--- config.mk ---
export PLATFORM = sky130hd
export DESIGN_NAME = pixel_unpacker
export DESIGN_NICKNAME = d
export VERILOG_FILES = /design/src/rtl/unpk_pkg.sv /design/src/rtl/unpk_slot_decode.sv /design/src/rtl/unpk_word_hold.sv /design/src/rtl/unpk_lane_fmt.sv /design/src/rtl/pixel_unpacker.sv
export SDC_FILE = /design/constraint.sdc
export NUM_CORES = 1
export LEC_CHECK = 0
export ABC_AREA = 1
export BUFFER_PORTS_ARGS = -buffer_cell sky130_fd_sc_hd__buf_4
export CORE_ASPECT_RATIO = 0.6
export CORE_MARGIN = 2
export CORE_UTILIZATION = 56
export DETAILED_ROUTE_END_ITERATION = 6
export HOLD_SLACK_MARGIN = 0.12
export PLACE_DENSITY = 0.87
export SYNTH_ARGS = -nofsm -noshare
export SYNTH_HDL_FRONTEND = slang
export SYNTH_SLANG_ARGS = --single-unit
--- constraint.sdc ---
create_clock -name clk -period 3.4 [get_ports clk]
set_clock_uncertainty 0.05 [all_clocks]
set_input_delay 0 -clock clk [delete_from_list [all_inputs] [get_ports clk]]
set_output_delay 0 -clock clk [all_outputs]
set_load 0.05 [all_outputs]
--- src/rtl/unpk_pkg.sv ---
package unpk_pkg;

   typedef enum logic [1:0] {
      BUS_16 = 2'd0,
      BUS_8  = 2'd1,
      BUS_18 = 2'd2,
      BUS_24 = 2'd3
   } bus_e;

   typedef enum logic [1:0] {
      WL_16   = 2'd0,
      WL_RSV1 = 2'd1,
      WL_RSV2 = 2'd2,
      WL_24   = 2'd3
   } wlen_e;

   typedef struct packed {
      logic px16;
      logic reduce18;
      bus_e bus;
   } mode_t;

   localparam int unsigned PIX16_W = 16;
   localparam int unsigned PIX24_W = 24;

endpackage

--- src/rtl/unpk_slot_decode.sv ---
module unpk_slot_decode
   import unpk_pkg::*;
#(
   parameter int unsigned DATA_W = 32,
   localparam int unsigned NBYTE = DATA_W / 8,
   localparam int unsigned NSLOT = DATA_W / PIX16_W
) (
   input  logic [DATA_W-1:0] word_in,
   input  logic [1:0]        word_len,
   input  logic [NBYTE-1:0]  byte_mask,
   input  logic              reduce18,
   input  logic [1:0]        bus_width,
   output logic [DATA_W-1:0] word_masked,
   output logic [NSLOT-1:0]  slots,
   output mode_t             mode
);

   logic [NBYTE-1:0] keep;

   always_comb begin
      keep = byte_mask;
      if (wlen_e'(word_len) == WL_24) keep[NBYTE-1] = 1'b0;
   end

   for (genvar b = 0; b < NBYTE; b++) begin : g_byte
      assign word_masked[8*b +: 8] = keep[b] ? word_in[8*b +: 8] : 8'h00;
   end

   always_comb begin
      slots = '0;
      unique case (wlen_e'(word_len))
         WL_16: begin
            for (int s = 0; s < NSLOT; s++)
               slots[s] = |byte_mask[2*s +: 2];
         end
         WL_24: slots[0] = (bus_e'(bus_width) != BUS_8);
         default: slots = '0;
      endcase
   end

   assign mode.px16     = (wlen_e'(word_len) == WL_16);
   assign mode.reduce18 = reduce18;
   assign mode.bus      = bus_e'(bus_width);

endmodule

--- src/rtl/unpk_word_hold.sv ---
module unpk_word_hold
   import unpk_pkg::*;
#(
   parameter int unsigned DATA_W = 32,
   localparam int unsigned NSLOT = DATA_W / PIX16_W
) (
   input  logic              clk,
   input  logic              rst_n,
   input  logic              flush,
   input  logic              in_valid,
   output logic              in_ready,
   input  logic [DATA_W-1:0] word_in,
   input  logic [NSLOT-1:0]  slots_in,
   input  mode_t             mode_in,
   output logic              out_valid,
   input  logic              out_ready,
   output logic [DATA_W-1:0] word_q,
   output mode_t             mode_q,
   output logic              sel_hi
);

   logic [NSLOT-1:0] pend_q;
   logic [NSLOT-1:0] pend_rest;
   logic             take;
   logic             last;

   assign pend_rest = pend_q & (pend_q - NSLOT'(1));
   assign out_valid = |pend_q;
   assign take      = out_valid && out_ready;
   assign last      = (pend_rest == '0);
   assign in_ready  = !flush && (!out_valid || (take && last));
   assign sel_hi    = !pend_q[0];

   always_ff @(posedge clk or negedge rst_n) begin
      if (!rst_n) begin
         pend_q <= '0;
         word_q <= '0;
         mode_q <= '0;
      end else if (flush) begin
         pend_q <= '0;
      end else if (in_valid && in_ready) begin
         pend_q <= slots_in;
         word_q <= word_in;
         mode_q <= mode_in;
      end else if (take) begin
         pend_q <= pend_rest;
      end
   end

endmodule

--- src/rtl/unpk_lane_fmt.sv ---
module unpk_lane_fmt
   import unpk_pkg::*;
#(
   parameter int unsigned DATA_W = 32,
   parameter int unsigned LANE_W = 24
) (
   input  mode_t             mode,
   input  logic [DATA_W-1:0] word,
   input  logic              sel_hi,
   output logic [LANE_W-1:0] lanes
);

   logic [PIX16_W-1:0] p16;
   logic [4:0]         r5, b5;
   logic [5:0]         g6;
   logic [7:0]         r8, g8, b8;
   logic [PIX24_W-1:0] pix;

   assign p16 = sel_hi ? word[2*PIX16_W-1:PIX16_W] : word[PIX16_W-1:0];
   assign r5  = p16[15:11];
   assign g6  = p16[10:5];
   assign b5  = p16[4:0];
   assign r8  = word[23:16];
   assign g8  = word[15:8];
   assign b8  = word[7:0];

   always_comb begin
      if (mode.px16) begin
         unique case (mode.bus)
            BUS_18:  pix = {6'b0, r5, 1'b0, g6, b5, 1'b0};
            BUS_24:  pix = {r5, 3'b0, g6, 2'b0, b5, 3'b0};
            default: pix = {8'b0, p16};
         endcase
      end else if (mode.reduce18) begin
         pix = {6'b0, r8[7:2], g8[7:2], b8[7:2]};
      end else begin
         pix = {r8, g8, b8};
      end
   end

   assign lanes = LANE_W'(pix);

endmodule

--- src/rtl/pixel_unpacker.sv ---
module pixel_unpacker
   import unpk_pkg::*;
#(
   parameter int unsigned DATA_W = 32,
   parameter int unsigned LANE_W = 24,
   localparam int unsigned NBYTE = DATA_W / 8,
   localparam int unsigned NSLOT = DATA_W / PIX16_W
) (
   input  logic              clk,
   input  logic              rst_n,
   input  logic              flush,
   input  logic [1:0]        cfg_word_len,
   input  logic [NBYTE-1:0]  cfg_byte_mask,
   input  logic              cfg_reduce18,
   input  logic [1:0]        cfg_bus_width,
   input  logic              in_valid,
   output logic              in_ready,
   input  logic [DATA_W-1:0] in_data,
   output logic              out_valid,
   input  logic              out_ready,
   output logic [LANE_W-1:0] out_data
);

   if (DATA_W != 32) begin : g_bad_data_w
      $error("pixel_unpacker: DATA_W must be 32");
   end
   if (LANE_W < PIX24_W) begin : g_bad_lane_w
      $error("pixel_unpacker: LANE_W must be at least 24");
   end

   logic [DATA_W-1:0] word_masked;
   logic [NSLOT-1:0]  slots;
   mode_t             mode_in;
   logic [DATA_W-1:0] word_q;
   mode_t             mode_q;
   logic              sel_hi;

   unpk_slot_decode #(.DATA_W(DATA_W)) u_decode (
      .word_in     (in_data),
      .word_len    (cfg_word_len),
      .byte_mask   (cfg_byte_mask),
      .reduce18    (cfg_reduce18),
      .bus_width   (cfg_bus_width),
      .word_masked (word_masked),
      .slots       (slots),
      .mode        (mode_in)
   );

   unpk_word_hold #(.DATA_W(DATA_W)) u_hold (
      .clk       (clk),
      .rst_n     (rst_n),
      .flush     (flush),
      .in_valid  (in_valid),
      .in_ready  (in_ready),
      .word_in   (word_masked),
      .slots_in  (slots),
      .mode_in   (mode_in),
      .out_valid (out_valid),
      .out_ready (out_ready),
      .word_q    (word_q),
      .mode_q    (mode_q),
      .sel_hi    (sel_hi)
   );

   unpk_lane_fmt #(.DATA_W(DATA_W), .LANE_W(LANE_W)) u_fmt (
      .mode   (mode_q),
      .word   (word_q),
      .sel_hi (sel_hi),
      .lanes  (out_data)
   );

endmodule

==> results of run 1 <==
-- state kept, by name, summed over array words and instances (netlist names) --
register	cells
u_hold.mode_q	4
u_hold.word_q	32
u_hold.pend_q	2
-- per-stage QoR --
| stage | area [um^2] | hold WS [ns] | utilization | instances |
|---|---|---|---|---|
| finish | 3710 | 0.140 | 0.901 | 523 |
| floorplan | 2410 | -0.346 | - | 337 |
| global route | 3710 | 0.154 | 0.901 | 523 |
| global placement | 2910 | -0.0626 | 0.706 | 449 |
| detailed placement | 2910 | -0.0573 | 0.706 | 449 |
| CTS | 3710 | 0.131 | 0.901 | 523 |
-- area by class of cell --
class	instances	area, um^2
repair buffers	138	1200
multi-input cells	239	1190
flip-flops and latches	38	951
fillers	200	408
inverters	40	153
clock buffers	6	82.6
well taps	60	75.1
clock inverters	2	60.1
-- cells in the final DEF (no fill, tap or decap), drive strengths merged --
cell type,Yosys,final
a21oi,25,25
buf,13,72
bufinv,0,2
clkbuf,7,6
clkinv,3,3
clkinvlp,1,1
dfrtp,38,38
dlygate4sd3,0,66
ha,2,2
inv,36,36
nand2,74,74
nand3,29,29
nand4,1,1
nor2,15,15
o2111ai,2,2
o211ai,5,5
o21a,2,2
o21ai,73,73
o21bai,1,1
o221ai,2,2
o22ai,7,7
or2,1,1
-- report_power, final --
group / internal (W) / total [W] / switching [W] / leakage (nW)
Sequential: 0.000504 / 0.000570 / 0.0000660 / 0.497
Combinational: 0.000255 / 0.000749 / 0.000494 / 1.07
Clock: 0.000313 / 0.000487 / 0.000174 / 0.0714
Total: 0.00107 / 0.00181 / 0.000734 / 1.64
-- logic make-up after synthesis --
logic type | Yosys count | synth area share
compound gates | 117 | 0.271
fa+ha+maj | 2 | 0.0104
buf+inv | 60 | 0.111
flops | 38 | 0.395
simple gates | 120 | 0.214
-- routing by layer --
layer,vias to the layer above,GRT usage
met4,0,0.146
met3,62,0.113
met2,244,0.608
li1,1385,-
met5,-,0
met1,1416,0.489
-- worst max-delay path: stages (launching register included) --
cell and delay (ns):
dfrtp_1 0.50, a21oi_4 0.23, nand3_4 0.27, a21oi_1 0.20, dlygate4sd3_1 0.56, nand2_1 0.05, dlygate4sd3_1 0.56, nand2_1 0.06
dlygate4sd3_1 0.55
-- worst paths after layout --
| kind | endpoint | slack [ns] | depth (start not counted) |
|---|---|---|---|
| worst min register to register | u_hold.word_q[26] | 0.47 | 2 |
| min in group asynchronous | u_hold.mode_q[0] | 0.16 | 2 |
| worst max register to register | u_hold.pend_q[1] | 0.29 | 8 |
| worst min-delay path | u_hold.word_q[26] | 0.14 | 3 |
| worst max-delay path | u_hold.pend_q[1] | 0.29 | 8 |
| max in group asynchronous | u_hold.word_q[12] | 2.80 | 2 |
==> results.txt, run 1 <==
Peak Freq = 322 MHz
Worst r2r src = u_hold.pend_q[0]
H-tree Lvls = 2
Max IR drop VDD = 311 uV
Slew HR = 0.363
PD cells = 486 nW/um^2
Number of port buffers = 71
I/O Pins = 72
Slew Limit Fails = 0
Max Used Layer = met4
Metal3 WL = 962 um
First-pass GRT wire length = 13.7 mm
Required time of the critical path = 3.58 ns
Data arrival, critical path = 3.29 ns
Tcrit/Tclk final = 0.914
Later-pin clock latency in the skew report = 0.29 ns
Status = finished clean
Top_reg_cell synth = dfrtp_1
M1 WL = 3.57 mm
Clock Sinks = 38
Slew @ Worst Pin = 0.955 ns
Routed WL = 8.77 mm
GP Congestion = 1.01
Root Buffer = clkbuf_8
Final setup vio count = 0
Post-CTS sizing = 0
Ant diodes = 0
Worst setup SP type = flop
Synth cell types = 30
Starting DRC count in detailed routing = 340
Die W = 88.7 um
Commonest cells post-synth = nand2_1, o21ai_1, dfrtp_1
Pleak = 1.64 nW
HP Start = in_valid
Dominant cells by area after synthesis = dfrtp_1, nand2_1, o21ai_1
Drt pass-1 iters = 7
Synthesized Nets = 385
Post-synth EDFFs = 0
PnR Total Power = 0.00181 W
CTS clk-pin slew, worst paths = 0.08 ns
Cts bufs inserted = 5
Yosys reg bits = 38
Yosys top cell area share = 0.395
Setup TNS Final = 0 ns
Initial antenna violation count = 0
CP startpoint = u_hold.pend_q[0]
Crit path kind = flop to flop
Warnings, synthesis = 0
Vias = 3,107
Final Hold Viols = 0
HPWL Detailed = 5.21 mm
Register area share after synthesis = 0.395
Asr flop ratio synth = 1.00
Max clock buf depth = 2
Min-Delay Path Class = primary input to flop
Met2 routed WL = 3.90 mm
Post-synth top area cell = dfrtp_1
RSZ-0062 raised after global routing = false
Share of cells above drive strength 1 = 0.210
GRT Overall Usage = 0.379
Setup bufs post-CTS = 0
Die Ht = 54.8 um
Tmin final = 3.11 ns
Mapped Cells = 337
Layout area overhead = 54.2%
ANT nets after route = 0
Pre-CTS setup slack = 1.33 ns
Most common cell in the netlist = nand2_1
GRT Residual Overflow = 0
Synth Cell Area = 2410 um^2
DRC Markers = 0
Setup slack after layout = 0.291 ns
CTS tree = built
Initial core utilization = 0.584
Vias in the first global route = 2,893
Vias/cell = 5.94
Final #Nets = 510
Syn_area_per_cell = 7.15 um^2
Max-Cap Viols = 0
Full die area = 4860 um^2
WL per Instance = 16.8 um
Placement Rows = 18
Setup crit end kind = flop
Crit-path max FO = 25
Largest net degree at the start of global routing = 52
Core ar. = 4120 um^2
# hold bufs at CTS = 66
Note: power is estimated with default switching activity, not from simulation.
==> run 2: changes to the inputs <==
Settings changed: CORE_UTILIZATION 56 to 58, SKIP_CTS_REPAIR_TIMING from default to 1, SYNTH_HIERARCHICAL from default to 1.
==> run 2 against run 1 <==
  * Flip-flop and latch count unchanged
  * Clock-buffer cell count down 1
  * Via count up 8.7%
  * Synthesized area up 16%
  * Sequential power down 2%
  * Maximum frequency up 0.64%
  * Cell area up 6.5%
  * Global-route usage down 8.8 points
  * Worst setup slack better by 0.020 ns
  * Critical path depth up 4
  * Critical endpoint is now u_hold/pend_q[1]
  * Highest routed layer unchanged
==> results.txt, run 2 <==
ANT nets after route = 0
Vias = 3,377
Share of cells above drive strength 1 = 0.164
Final Hold Viols = 0
Commonest cells post-synth = nand2_1, inv_1, dfrtp_1
Slew @ Worst Pin = 0.783 ns
Layout Utilization = 0.858
GRT Residual Overflow = 0
Initial core utilization = 0.606
Die Ht = 57.8 um
Max-Cap Viols = 0
CTS tree = built
Status = finished clean
RSZ-0062 raised after global routing = false
Pleak = 2.18 nW
Starting DRC count in detailed routing = 355
Root Buffer = clkbuf_8
Clock Sinks = 38
Dominant cells by area after synthesis = dfrtp_1, nand2_1, inv_1
Critical path's slowest cell = dlygate4sd3_1
Final #Nets = 613
Layout area overhead = 41.6%
Top_reg_cell synth = dfrtp_1
Syn_area_per_cell = 6.26 um^2
H-tree Lvls = 2
Max clock buf depth = 2
Hold path cells = 5
Design Area, Final = 3960 um^2
Yosys reg bits = 38
Instance count on the critical path = 12
Critical-path cell list = dlygate4sd3_1 > buf_4 > inv_1 > o21ai_2 > nand3_2 > buf_4 > a21oi_1 > dlygate4sd3_1 > nand2_1 > dlygate4sd3_1 > nand2_1 > dlygate4sd3_1
Slew Limit Fails = 0
Cts bufs inserted = 5
Max IR drop VDD = 231 uV
DP Area = 3210 um^2
Synthesized Nets = 494
GRT Overall Usage = 0.291
Warnings, synthesis = 6
Min-Delay Path Class = primary input to flop
CTS clk-pin slew, worst paths = 0.07 ns
Number of port buffers = 71
Required time of the critical path = 3.52 ns
Worst setup SP type = primary input
Critical path buffer and inverter count = 7
Met2 Usage GRT = 0.446
WL per Instance = 14.1 um
Crit path max-delay family = buffers and inverters
Final setup vio count = 0
Post-synth top area cell = dfrtp_1
Busiest grt layer = met2
GP Congestion = 1.02
Most common cell in the netlist = nand2_1
Largest register by flop count = u_hold/word_q
Initial antenna violation count = 0
PD cells = 422 nW/um^2
Die W = 93.6 um
Synth cell types = 27
Biggest regs = u_hold/word_q: 32 flops, u_hold/mode_q: 4 flops, u_hold/pend_q: 2 flops
Core ar. = 4610 um^2
Vias/cell = 5.37
Leading cell type in the layout, fill and taps excluded = nand2_1
Tcrit/Tclk final = 0.909
Yosys top cell area share = 0.340
Setup TNS Final = 0 ns
Synth Cell Area = 2790 um^2
Peak Freq = 324 MHz
I/O Pins = 72
Largest register FFs = 32
Most frequent cells in the layout = nand2_1, buf_4, dlygate4sd3_1
Crit path kind = primary input to flop
Full die area = 5410 um^2
Slew HR = 0.477
HPWL Detailed = 5.47 mm
Placement Rows = 19
First-pass GRT wire length = 12.4 mm
Met1 Use GR = 0.424
Data arrival, critical path = 3.21 ns
Tmin final = 3.09 ns
Ant diodes = 0
Mapped Cells = 446
DRC Markers = 0
Post-synth EDFFs = 0
Routed WL = 8.87 mm
Crit-path max FO = 39
Max stage delay on crit path = 0.58 ns
Most used cell, CP = dlygate4sd3_1
Asr flop ratio synth = 1.00
Drt pass-1 iters = 6
M3 GR Usage = 0.0715
Worst r2r path cells = 9
Vias in the first global route = 2,684
Setup crit end kind = flop
Register area share after synthesis = 0.340
Largest net degree at the start of global routing = 40
Later-pin clock latency in the skew report = 0.29 ns
-- run 2: cell types whose count changed after synthesis, moves of 5 or more --
cell,change
nand2_1,+149
o21ai_1,-47
inv_1,+37
nand3_1,-21
a21oi_1,-10
buf_6,+9
inv_2,-9
nand4_1,+9
buf_4,+5
clkbuf_1,-5
-- run 2: path summary, 6_finish.rpt --
path	from	endpoint	slack [ns]
worst max register to register	u_hold/pend_q[0]	u_hold/pend_q[1]	0.33
max in group asynchronous	rst_n	u_hold/word_q[30]	2.78
worst min register to register	u_hold/word_q[27]	u_hold/word_q[27]	0.44
min in group asynchronous	rst_n	u_hold/word_q[17]	0.17
worst max-delay path	out_ready	u_hold/pend_q[1]	0.31
worst min-delay path	cfg_byte_mask[2]	u_hold/word_q[18]	0.09
-- run 2: metal layers --
metal	routed length (um)	up-vias
met3	881	27
met2	4110	219
met1	3690	1537
li1	-	1594
met4	200	0
met5	0	-
-- run 2: metrics by stage --
stage / power [W] / setup slack, ns / cells / hold slack (ns)
floorplan: 0.00102 / 1.46 / 446 / -0.346
global placement: 0.00121 / 1.47 / 557 / -0.0579
detailed placement: 0.00122 / 1.42 / 557 / -0.0568
CTS: 0.00159 / 1.08 / 565 / -0.369
global route: 0.00174 / 0.225 / 629 / 0.129
finish: 0.00167 / 0.311 / 629 / 0.0873
-- run 2: cell families after synthesis --
family / synth area share
buf+inv: 0.165
flops: 0.340
simple gates: 0.370
compound gates: 0.115
fa+ha+maj: 0.00896
-- run 2: layout make-up --
cell class / count / area [um^2]
clock buffer: 5 / 68.8
clock inverter: 3 / 40.0
fill: 288 / 657
inverter: 65 / 246
multi-input combinational: 318 / 1380
timing repair buffer: 137 / 1190
sequential: 38 / 951
tap: 63 / 78.8
-- run 2: worst register-to-register path: stages, from the launching register on --
cell and delay (ns):
dfrtp_1 0.44, a21oi_2 0.10, nand3_2 0.07, buf_4 0.37, a21oi_1 0.13, dlygate4sd3_1 0.58
nand2_1 0.06, dlygate4sd3_1 0.55, nand2_1 0.05, dlygate4sd3_1 0.55
-- run 2: power by group --
part / total, W / internal, W / switching (W)
registers: 0.000557 / 0.000501 / 0.0000554
clock network: 0.000380 / 0.000216 / 0.000164
logic: 0.000731 / 0.000253 / 0.000478
total: 0.00167 / 0.000970 / 0.000698
